[src/rtl/cmp_pkg.sv]
// Package: shared relation type for the comparator chain.
// Assumes: relation is carried as three independent wires (lt, eq, gt).
package cmp_pkg;

    typedef struct packed {
        logic lt;
        logic eq;
        logic gt;
    } rel_t;

    localparam rel_t REL_NEUTRAL = '{lt: 1'b0, eq: 1'b1, gt: 1'b0};

endpackage

[src/rtl/cmp_bit_cell.sv]
// Module: cmp_bit_cell
// One iterative cell. It keeps the incoming relation when its two bits
// match and overrides it with its own ordering when they differ.
// Assumes: combinational use only; no encoding rule on rel_in.
module cmp_bit_cell
    import cmp_pkg::*;
(
    input  logic a_bit,
    input  logic b_bit,
    input  rel_t rel_in,
    output rel_t rel_out
);

    logic same;
    logic a_above;
    logic a_below;

    // Local bit ordering terms.
    always_comb begin
        same    = ~(a_bit ^ b_bit);
        a_above = a_bit & ~b_bit;
        a_below = ~a_bit & b_bit;
    end

    // Merge the local verdict with the relation from below.
    always_comb begin
        rel_out.gt = a_above | (same & rel_in.gt);
        rel_out.lt = a_below | (same & rel_in.lt);
        rel_out.eq = same & rel_in.eq;
    end

endmodule

[src/rtl/cmp_slice.sv]
// Module: cmp_slice
// Compares one SLICE_W-bit group with a chain of bit cells. The chain
// is seeded by the relation from the slice below, and its last cell
// gives the relation handed to the slice above.
// Assumes: bit 0 of each operand group is its least significant bit.
module cmp_slice
    import cmp_pkg::*;
#(
    parameter int SLICE_W = 4
) (
    input  logic [SLICE_W-1:0] grp_a,
    input  logic [SLICE_W-1:0] grp_b,
    input  rel_t               casc_in,
    output rel_t               casc_out
);

    rel_t link [SLICE_W+1];

    // Seed the bit chain from the lower slice.
    always_comb link[0] = casc_in;

    genvar i;
    generate
        for (i = 0; i < SLICE_W; i++) begin : g_bit
            cmp_bit_cell u_cell (
                .a_bit   (grp_a[i]),
                .b_bit   (grp_b[i]),
                .rel_in  (link[i]),
                .rel_out (link[i+1])
            );
        end
    endgenerate

    // Hand the most significant cell's relation upward.
    always_comb casc_out = link[SLICE_W];

endmodule

[src/rtl/cmp_chain.sv]
// Module: cmp_chain (top)
// Unsigned magnitude comparator built from NUM_SLICES identical slices.
// Slice 0 takes the seed pins. Each slice feeds the next more
// significant one, and the top slice drives the result pins.
// Assumes: standalone use ties seed to lt=0, eq=1, gt=0.
module cmp_chain
    import cmp_pkg::*;
#(
    parameter int SLICE_W    = 4,
    parameter int NUM_SLICES = 3,
    localparam int DATA_W    = SLICE_W * NUM_SLICES
) (
    input  logic [DATA_W-1:0] op_a,
    input  logic [DATA_W-1:0] op_b,
    input  logic              seed_lt,
    input  logic              seed_eq,
    input  logic              seed_gt,
    output logic              res_lt,
    output logic              res_eq,
    output logic              res_gt
);

    rel_t casc [NUM_SLICES+1];

    // Pack the seed pins into the lowest cascade link.
    always_comb casc[0] = '{lt: seed_lt, eq: seed_eq, gt: seed_gt};

    genvar s;
    generate
        for (s = 0; s < NUM_SLICES; s++) begin : g_slice
            cmp_slice #(.SLICE_W(SLICE_W)) u_slice (
                .grp_a    (op_a[s*SLICE_W +: SLICE_W]),
                .grp_b    (op_b[s*SLICE_W +: SLICE_W]),
                .casc_in  (casc[s]),
                .casc_out (casc[s+1])
            );
        end
    endgenerate

    // Drive the result pins from the top slice.
    always_comb begin
        res_lt = casc[NUM_SLICES].lt;
        res_eq = casc[NUM_SLICES].eq;
        res_gt = casc[NUM_SLICES].gt;
    end

endmodule

[config.mk]
export PLATFORM = sky130hd
export DESIGN_NAME = cmp_chain
export DESIGN_NICKNAME = d
export VERILOG_FILES = /design/src/rtl/cmp_pkg.sv /design/src/rtl/cmp_bit_cell.sv /design/src/rtl/cmp_slice.sv /design/src/rtl/cmp_chain.sv
export SDC_FILE = /design/constraint.sdc
export NUM_CORES = 1
export LEC_CHECK = 0
export BUFFER_PORTS_ARGS = -buffer_cell sky130_fd_sc_hd__buf_2
export CAP_MARGIN = 20
export CELL_PAD_IN_SITES_DETAIL_PLACEMENT = 1
export CELL_PAD_IN_SITES_GLOBAL_PLACEMENT = 2
export CORE_ASPECT_RATIO = 1.1
export CORE_UTILIZATION = 28
export DETAILED_ROUTE_END_ITERATION = 16
export PLACE_DENSITY = 0.95
export SLEW_MARGIN = 20
export SYNTH_ARGS = -nofsm -noshare
export SYNTH_HDL_FRONTEND = slang
export SYNTH_HIERARCHICAL = 1
export SYNTH_SLANG_ARGS = --single-unit
[constraint.sdc]
create_clock -name vclk -period 5.4
set_clock_uncertainty 0.05 [all_clocks]
set_input_delay 0 -clock vclk [all_inputs]
set_output_delay 0 -clock vclk [all_outputs]
set_load 0.01 [all_outputs]
==> results.sh, run 1 <==
export IMPL_drc=0
export IMPL_place_gp_congestion=0.651
export IMPL_endpoint="res_gt"
export IMPL_synthCells=84
export IMPL_cap_violations=0
export IMPL_p_leak_nw=0.659
export IMPL_ios=30
export IMPL_grt_max_degree=4
export IMPL_num_vias=627
export IMPL_clock_fmax_ghz=0.381
export IMPL_via_per_inst=4.42
export IMPL_finalHoldViolations=0
export IMPL_met2_length_um=770
export IMPL_dieArea_um2=2500
export IMPL_drt_antenna_violating_nets=0
export IMPL_fp_dieH_um=52.4
export IMPL_worst_setup_path_start_kind="primary input"
export IMPL_syn_to_final_growth_pct=28.7
export IMPL_core_area_um2=2080
export IMPL_wirelength_mm=1.35
export IMPL_postSynthAreaPerCell_um2=7.69
export IMPL_cp_required_ns=5.35
export IMPL_seq_area_frac_synth_pct=0
export IMPL_highest_layer="met3"
export IMPL_clock_buffers=0
export IMPL_synthTopCellsByArea="ha_1 47%, a21o_1 28%, inv_1 14%"
export IMPL_routed_wl_met3_um=100
export IMPL_rsz0062_at_grt="no"
export IMPL_min_period_ns=2.62
export IMPL_hp_class="primary input to primary output"
export IMPL_grt_usage_pct=11.2
export IMPL_status="finished clean"
export IMPL_place_ws_ns=2.75
export IMPL_drtIter0Drc=2
export IMPL_worst_pin_slew_ns=0.0940
export IMPL_syn_area_um2=646
export IMPL_portBuffers=30
export IMPL_post_cts_buffers=0
export IMPL_final_setup_tns_ns=0
export IMPL_ctsHoldBuffers=0
export IMPL_num_rows=17
export IMPL_yosys_cell_types_count=4
export IMPL_critPathArrivalTime_ns=2.57
export IMPL_end_kind="primary output"
export IMPL_setup_ws_ns=2.78
export IMPL_seq_cell_count=0
export IMPL_power_density_nw_per_um2=66.0
export IMPL_antenna_found_initial=0
export IMPL_firstDrtPassIters=3
export IMPL_fin_nets=167
export IMPL_ys_top_cells_by_count="24 x a21o_1, 24 x ha_1, 24 x inv_1, 12 x and2_1"
export IMPL_wl_per_cell_um=9.51
export IMPL_ctsResizeCount=0
export IMPL_critPathKind="primary input to primary output"
export IMPL_met1_length_um=479
export IMPL_grt_overflow=0
export IMPL_slew_headroom_pct=93.7
export IMPL_synth_warnings=6
export IMPL_ir_drop_uv=30.5
export IMPL_grt_pass1_vias=639
export IMPL_die_w_um=47.8
export IMPL_dp_hpwl_mm=1.30
export IMPL_crit_start="op_a[0]"
export IMPL_synth_nets=135
export IMPL_diodes=0
export IMPL_slew_viol_final=0
export IMPL_yosysTopAreaCellShare_pct=46.5
export IMPL_synth_largest_area_cell="ha_1"
export IMPL_cp_max_fo=3
export IMPL_ff_latch_area_um2=0
export IMPL_finalSetupViolCount=0
export IMPL_start_util_pct=31.0
export IMPL_grt_pass1_wl_mm=2.14
export IMPL_timing_final_crit_share_pct=48.6
export IMPL_layout_drive_gt1_share_pct=26.3
[metrics by stage]
| step | util, % | power, W | instances | hold slack [ns] | cell area [um^2] |
|---|---|---|---|---|---|
| after floorplan | - | 0.0000345 | 84 | 0.181 | 646 |
| after global placement | 39.9 | 0.0000530 | 142 | 0.358 | 831 |
| after detailed placement | 39.9 | 0.0000559 | 142 | 0.370 | 831 |
| after CTS | 39.9 | 0.0000564 | 142 | 0.370 | 831 |
| after global routing | 39.9 | 0.0000628 | 142 | 0.396 | 831 |
| final | 39.9 | 0.0000548 | 142 | 0.359 | 831 |
[logic make-up (layout without fill, tap and decap cells)]
logic type / after synthesis / after routing / synth area share, %
buf+inv: 24 / 54 / 14.0
fa+ha+maj: 24 / 24 / 46.5
simple gates: 12 / 12 / 11.6
compound gates: 24 / 24 / 27.9
[final cells by class]
cell class | instances | area [um^2]
inverter | 24 | 90.1
timing repair buffer | 30 | 150
fill | 285 | 1250
multi-input combinational | 60 | 556
tap | 28 | 35.0
[cells in the final DEF (no fill, tap or decap)]
| master | Yosys | layout |
|---|---|---|
| inv_1 | 24 | 24 |
| ha_1 | 24 | 24 |
| buf_2 | 0 | 30 |
| and2_1 | 12 | 12 |
| a21o_1 | 24 | 24 |
[per-layer routing]
layer	up-vias	track usage [%]
met5	-	0
met4	0	0
met3	0	1.38
met2	24	26.4
met1	278	8.98
li1	325	-
[worst min-delay path by stage]
stage | from | endpoint | slack, ns | cells after the start
after floorplan | op_b[11] | res_lt | 0.18 | 2
after global placement | op_b[11] | res_lt | 0.36 | 4
after detailed placement | op_b[11] | res_lt | 0.37 | 4
after CTS | op_b[11] | res_lt | 0.37 | 4
after global routing | op_a[11] | res_gt | 0.40 | 4
final | op_b[11] | res_lt | 0.36 | 4
[critical path: stages]
cell	delay, ns
buf_2	0.09
inv_1	0.04
ha_1	0.31
a21o_1	0.17
a21o_1	0.17
a21o_1	0.17
a21o_1	0.16
a21o_1	0.17
a21o_1	0.17
a21o_1	0.17
a21o_1	0.17
a21o_1	0.17
a21o_1	0.17
a21o_1	0.17
a21o_1	0.16
buf_2	0.13
[where the power goes]
group	internal, W	total [W]	switching [W]
Combinational	0.0000302	0.0000548	0.0000246
Clock	0	0	0
Sequential	0	0	0
Total	0.0000302	0.0000548	0.0000246
(Power assumes the default switching activity.)
==> run 2: changes to the inputs <==
--- a/config.mk
+++ b/config.mk
@@ -5,14 +5,15 @@
 export SDC_FILE = /design/constraint.sdc
 export NUM_CORES = 1
 export LEC_CHECK = 0
+export ABC_AREA = 1
 export BUFFER_PORTS_ARGS = -buffer_cell sky130_fd_sc_hd__buf_2
 export CAP_MARGIN = 20
 export CELL_PAD_IN_SITES_DETAIL_PLACEMENT = 1
 export CELL_PAD_IN_SITES_GLOBAL_PLACEMENT = 2
 export CORE_ASPECT_RATIO = 1.1
-export CORE_UTILIZATION = 28
+export CORE_UTILIZATION = 22
 export DETAILED_ROUTE_END_ITERATION = 16
-export PLACE_DENSITY = 0.95
+export PLACE_DENSITY = 0.89
 export SLEW_MARGIN = 20
 export SYNTH_ARGS = -nofsm -noshare
 export SYNTH_HDL_FRONTEND = slang
==> constraint.sdc (replaced) <==
create_clock -name vclk -period 2.25
set_clock_uncertainty 0.05 [all_clocks]
set_input_delay 0 -clock vclk [all_inputs]
set_output_delay 0 -clock vclk [all_outputs]
set_load 0.01 [all_outputs]
==> results.sh, run 2 <==
export IMPL_seq_cell_count=0
export IMPL_ctsResizeCount=0
export IMPL_antenna_found_initial=0
export IMPL_portBuffers=30
export IMPL_synthCells=144
export IMPL_met2_usage_pct=16.3
export IMPL_layout_common_cells="60 x inv_1, 60 x nand2_1, 30 x buf_2"
export IMPL_wl_per_cell_um=6.10
export IMPL_clock_fmax_ghz=0.534
export IMPL_syn_area_um2=751
export IMPL_seq_area_frac_synth_pct=0
export IMPL_ios=30
export IMPL_finalInstanceArea_um2=943
export IMPL_postSynthAreaPerCell_um2=5.21
export IMPL_synth_warnings=6
export IMPL_total_power_w=0.000133
export IMPL_final_setup_tns_ns=0
export IMPL_rsz0062_at_grt="no"
export IMPL_place_ws_ns=0.317
export IMPL_p_leak_nw=0.786
export IMPL_dieArea_um2=3650
export IMPL_ff_latch_area_um2=0
export IMPL_yosysTopAreaCellShare_pct=40.0
export IMPL_via_per_inst=3.82
export IMPL_synth_compound_area_share_pct=0
export IMPL_synth_simple_area_share_pct=30.0
export IMPL_synth_top_family_by_area="adder cells"
export IMPL_post_cts_buffers=0
export IMPL_timing_final_crit_share_pct=83.2
export IMPL_num_vias=795
export IMPL_ys_top_cells_by_count="60 x inv_1, 60 x nand2_1, 24 x ha_1"
export IMPL_cp_required_ns=2.20
export IMPL_clock_buffers=0
export IMPL_synth_mux_area_share_pct=0
export IMPL_min_period_ns=1.87
export IMPL_grt_pass1_wl_mm=2.27
export IMPL_die_w_um=57.7
export IMPL_start_util_pct=23.8
export IMPL_worst_pin_slew_ns=0.0966
export IMPL_drtIter0Drc=6
export IMPL_cp_max_fo=3
export IMPL_syn_to_final_growth_pct=25.7
export IMPL_slew_viol_final=0
export IMPL_synthAdderAreaFrac_pct=40.0
export IMPL_fp_dieH_um=63.3
export IMPL_yosys_cell_types_count=3
export IMPL_grt_overflow=0
export IMPL_finalHoldViolations=0
export IMPL_slew_headroom_pct=93.6
export IMPL_worst_setup_path_start_kind="primary input"
export IMPL_grt_util_met1_pct=7.51
export IMPL_critPathKind="primary input to primary output"
export IMPL_end_kind="primary output"
export IMPL_critPathArrivalTime_ns=1.82
export IMPL_finalSetupViolCount=0
export IMPL_power_density_nw_per_um2=141
export IMPL_gr_usage_met3_pct=0
export IMPL_synthTopCellsByArea="ha_1 40%, inv_1 30%, nand2_1 30%"
export IMPL_drc=1
export IMPL_status="complete, but fails checks"
export IMPL_layout_drive_gt1_share_pct=17.2
export IMPL_hold_ws_ns=0.370
export IMPL_synth_nets=195
export IMPL_ir_drop_uv=43.0
export IMPL_hp_class="primary input to primary output"
export IMPL_grt_max_degree=4
export IMPL_num_rows=21
export IMPL_violations="design-rule violations"
export IMPL_placed_area_um2=943
export IMPL_drt_antenna_violating_nets=0
export IMPL_place_gp_congestion=0.683
export IMPL_dp_hpwl_mm=1.27
export IMPL_fillCellCount=456
export IMPL_ctsHoldBuffers=0
export IMPL_core_area_um2=3150
export IMPL_firstDrtPassIters=9
export IMPL_diodes=0
export IMPL_grt_busiest_layer="met2"
export IMPL_grt_usage_pct=7.25
export IMPL_synth_xor_area_share_pct=0
export IMPL_setup_ws_ns=0.378
export IMPL_grt_pass1_vias=673
export IMPL_fin_nets=227
export IMPL_multi_input_area_um2=526
export IMPL_cap_violations=0
export IMPL_wirelength_mm=1.27
export IMPL_synth_largest_area_cell="ha_1"
run 2: cell types whose count changed in the layout (fill, tap and decap cells not counted):
cell / before / now
inv_1: 24 / 60
and2_1: 12 / 0
a21o_1: 24 / 0
nand2_1: 0 / 60
run 2: layout make-up:
type	instances	area share, %
Timing Repair Buffer	30	15.9
Tap cell	34	4.51
Inverter	60	23.9
Multi-Input combinational cell	84	55.7
run 2: worst max-delay path, cell delays in order:
cell	delay (ns)
buf_2	0.09
inv_1	0.04
ha_1	0.31
nand2_1	0.07
nand2_1	0.05
nand2_1	0.06
nand2_1	0.04
nand2_1	0.06
nand2_1	0.04
nand2_1	0.06
nand2_1	0.04
nand2_1	0.05
nand2_1	0.05
nand2_1	0.06
nand2_1	0.05
nand2_1	0.06
nand2_1	0.05
nand2_1	0.06
nand2_1	0.05
nand2_1	0.07
nand2_1	0.05
nand2_1	0.06
nand2_1	0.04
nand2_1	0.06
nand2_1	0.04
nand2_1	0.05
nand2_1	0.04
buf_2	0.13
run 2: path summary, 6_finish.rpt:
check	startpoint	to	slack, ns	cells after the start
setup / recovery	op_a[0]	res_gt	0.38	28
hold / removal	op_b[11]	res_lt	0.37	5
run 2: cells by family (layout without fill, tap and decap cells):
family        count (synthesis)  in the layout
simple gates                 60             60
buf+inv                      60             90
fa+ha+maj                    24             24
run 2: per-stage QoR:
stage | instances | util [%]
final | 208 | 29.9
after global routing | 208 | 29.9
after CTS | 208 | 29.9
after detailed placement | 208 | 29.9
after global placement | 208 | 29.9
after floorplan | 144 | -
run 2: per-layer routing:
metal | up-vias | part of all wire (%)
li1 | 446 | -
met1 | 334 | 41
met2 | 15 | 55
met3 | 0 | 3.5
met4 | 0 | 0
met5 | - | 0
run 2: report_power, final:
part / switching, W / total (W) / internal, W
Clock: 0 / 0 / 0
Combinational: 0.0000718 / 0.000133 / 0.0000611
Sequential: 0 / 0 / 0
Total: 0.0000718 / 0.000133 / 0.0000611
==> run 3: changes to the inputs <==
==> constraint.sdc (replaced) <==
create_clock -name vclk -period 1.6
set_clock_uncertainty 0.05 [all_clocks]
set_input_delay 0 -clock vclk [all_inputs]
set_output_delay 0 -clock vclk [all_outputs]
set_load 0.01 [all_outputs]
==> results.sh, run 3 (same netlist as run 2, synthesis figures left out) <==
export IMPL_slew_viol_final=0
export IMPL_wirelength_mm=1.44
export IMPL_start_util_pct=23.8
export IMPL_cp_required_ns=1.55
export IMPL_grt_max_degree=4
export IMPL_num_vias=838
export IMPL_pwr_share_seq_pct=0
export IMPL_critPathKind="primary input to primary output"
export IMPL_rsz0062_at_grt="yes"
export IMPL_grt_pass1_vias=793
export IMPL_grt_pass1_wl_mm=2.68
export IMPL_place_gp_congestion=0.661
export IMPL_cp_max_fo=3
export IMPL_wl_per_cell_um=6.78
export IMPL_critPathArrivalTime_ns=1.71
export IMPL_core_area_um2=3150
export IMPL_crit_start="op_a[0]"
export IMPL_via_per_inst=3.95
export IMPL_clock_buffers=0
export IMPL_final_cell_count_no_fill=212
export IMPL_ir_drop_uv=81.6
export IMPL_grt_overflow=0
export IMPL_finalInstanceArea_um2=1030
export IMPL_num_rows=21
export IMPL_crit_path_frequent_cell="nand2_1"
export IMPL_critPathMaxStageDelay_ns=0.27
export IMPL_ios=30
export IMPL_drc=1
export IMPL_layout_drive_gt1_share_pct=22.5
export IMPL_status="complete, but fails checks"
export IMPL_total_power_w=0.000217
export IMPL_fin_nets=231
export IMPL_clockPowerShare_pct=0
export IMPL_clock_fmax_ghz=0.569
export IMPL_fp_dieH_um=63.3
export IMPL_final_common_cell="inv_1"
export IMPL_utilization_pct=32.8
export IMPL_dieArea_um2=3650
export IMPL_switching_share_pct=51.4
export IMPL_dp_hpwl_mm=1.34
export IMPL_worstHoldStart="op_a[11]"
export IMPL_syn_to_final_growth_pct=37.8
export IMPL_setup_ws_ns=-0.159
export IMPL_seq_cell_count=0
export IMPL_finalHoldViolations=0
export IMPL_violations="design-rule violations, negative setup slack"
export IMPL_finalSetupViolCount=3
export IMPL_fillCellCount=453
export IMPL_drt_antenna_violating_nets=0
export IMPL_firstDrtPassIters=9
export IMPL_ff_latch_area_um2=0
export IMPL_grt_usage_pct=8.55
export IMPL_hp_class="primary input to primary output"
export IMPL_drtIter0Drc=4
export IMPL_cap_violations=0
export IMPL_p_sw_w=0.000111
export IMPL_p_leak_nw=0.811
export IMPL_die_w_um=57.7
export IMPL_timing_final_crit_share_pct=110
export IMPL_worst_pin_slew_ns=0.111
export IMPL_slew_headroom_pct=92.6
export IMPL_diodes=0
export IMPL_placed_area_um2=966
export IMPL_portBuffers=30
export IMPL_worst_setup_path_start_kind="primary input"
export IMPL_layout_common_cells="59 x inv_1, 58 x nand2_1, 28 x buf_2"
export IMPL_internal_power_w=0.000105
export IMPL_cpMaxStageDelayCell="ha_4"
export IMPL_power_density_nw_per_um2=209
export IMPL_end_kind="primary output"
export IMPL_antenna_found_initial=0
export IMPL_p_comb_share_pct=100.0
export IMPL_dp_cells=211
export IMPL_final_setup_tns_ns=-0.344
export IMPL_min_period_ns=1.76
-- run 3: cell count changes in the layout (fill, tap and decap cells not counted), sizes merged --
cell	change
buf	+4
-- run 3: critical path: cells and delay by family --
family,cells,cell delay (ns)
simple gates,24,1.23
fa+ha+maj,1,0.27
buf+inv,3,0.23
-- run 3: routing by layer --
layer | up-vias | global-route usage (%) | share of wire (%)
met5 | - | 0 | 0
met4 | 0 | 0 | 0
met3 | 0 | 0.205 | 3.8
met2 | 15 | 20.2 | 58
met1 | 369 | 7.88 | 38
li1 | 454 | - | -
-- run 3: per-stage QoR --
stage | setup WS, ns | hold WS [ns]
after floorplan | 0.0969 | 0.187
after global placement | -0.242 | 0.363
after detailed placement | -0.272 | 0.371
after CTS | -0.197 | 0.375
after global routing | -0.431 | 0.407
final | -0.159 | 0.371
-- run 3: path summary, 6_finish.rpt --
kind | to | slack [ns] | cells past startpoint
worst max-delay path | res_gt | -0.16 | 28
worst min-delay path | res_gt | 0.37 | 5
-- run 3: repair_timing --
action | in CTS | in global routing
hold endpoints to repair | 0 | 0
setup buffers | 0 | 1
hold buffers | 0 | 0
setup endpoints to repair | 3 | 3
gates resized for setup | 6 | 5
pin swaps | 8 | 10
-- run 3: final cells by class --
cell class / instances / area [um^2] / area share, %
tap: 34 / 42.5 / 4.11
multi-input combinational: 84 / 568 / 54.9
timing repair buffer: 34 / 196 / 19.0
inverter: 60 / 228 / 22.0
-- run 3: power groups by stage --
stage | clock, W | sequential [W] | combinational [W]
after floorplan | 0 | 0 | 0.000122
after global placement | 0 | 0 | 0.000197
after detailed placement | 0 | 0 | 0.000200
after CTS | 0 | 0 | 0.000210
after global routing | 0 | 0 | 0.000257
final | 0 | 0 | 0.000217
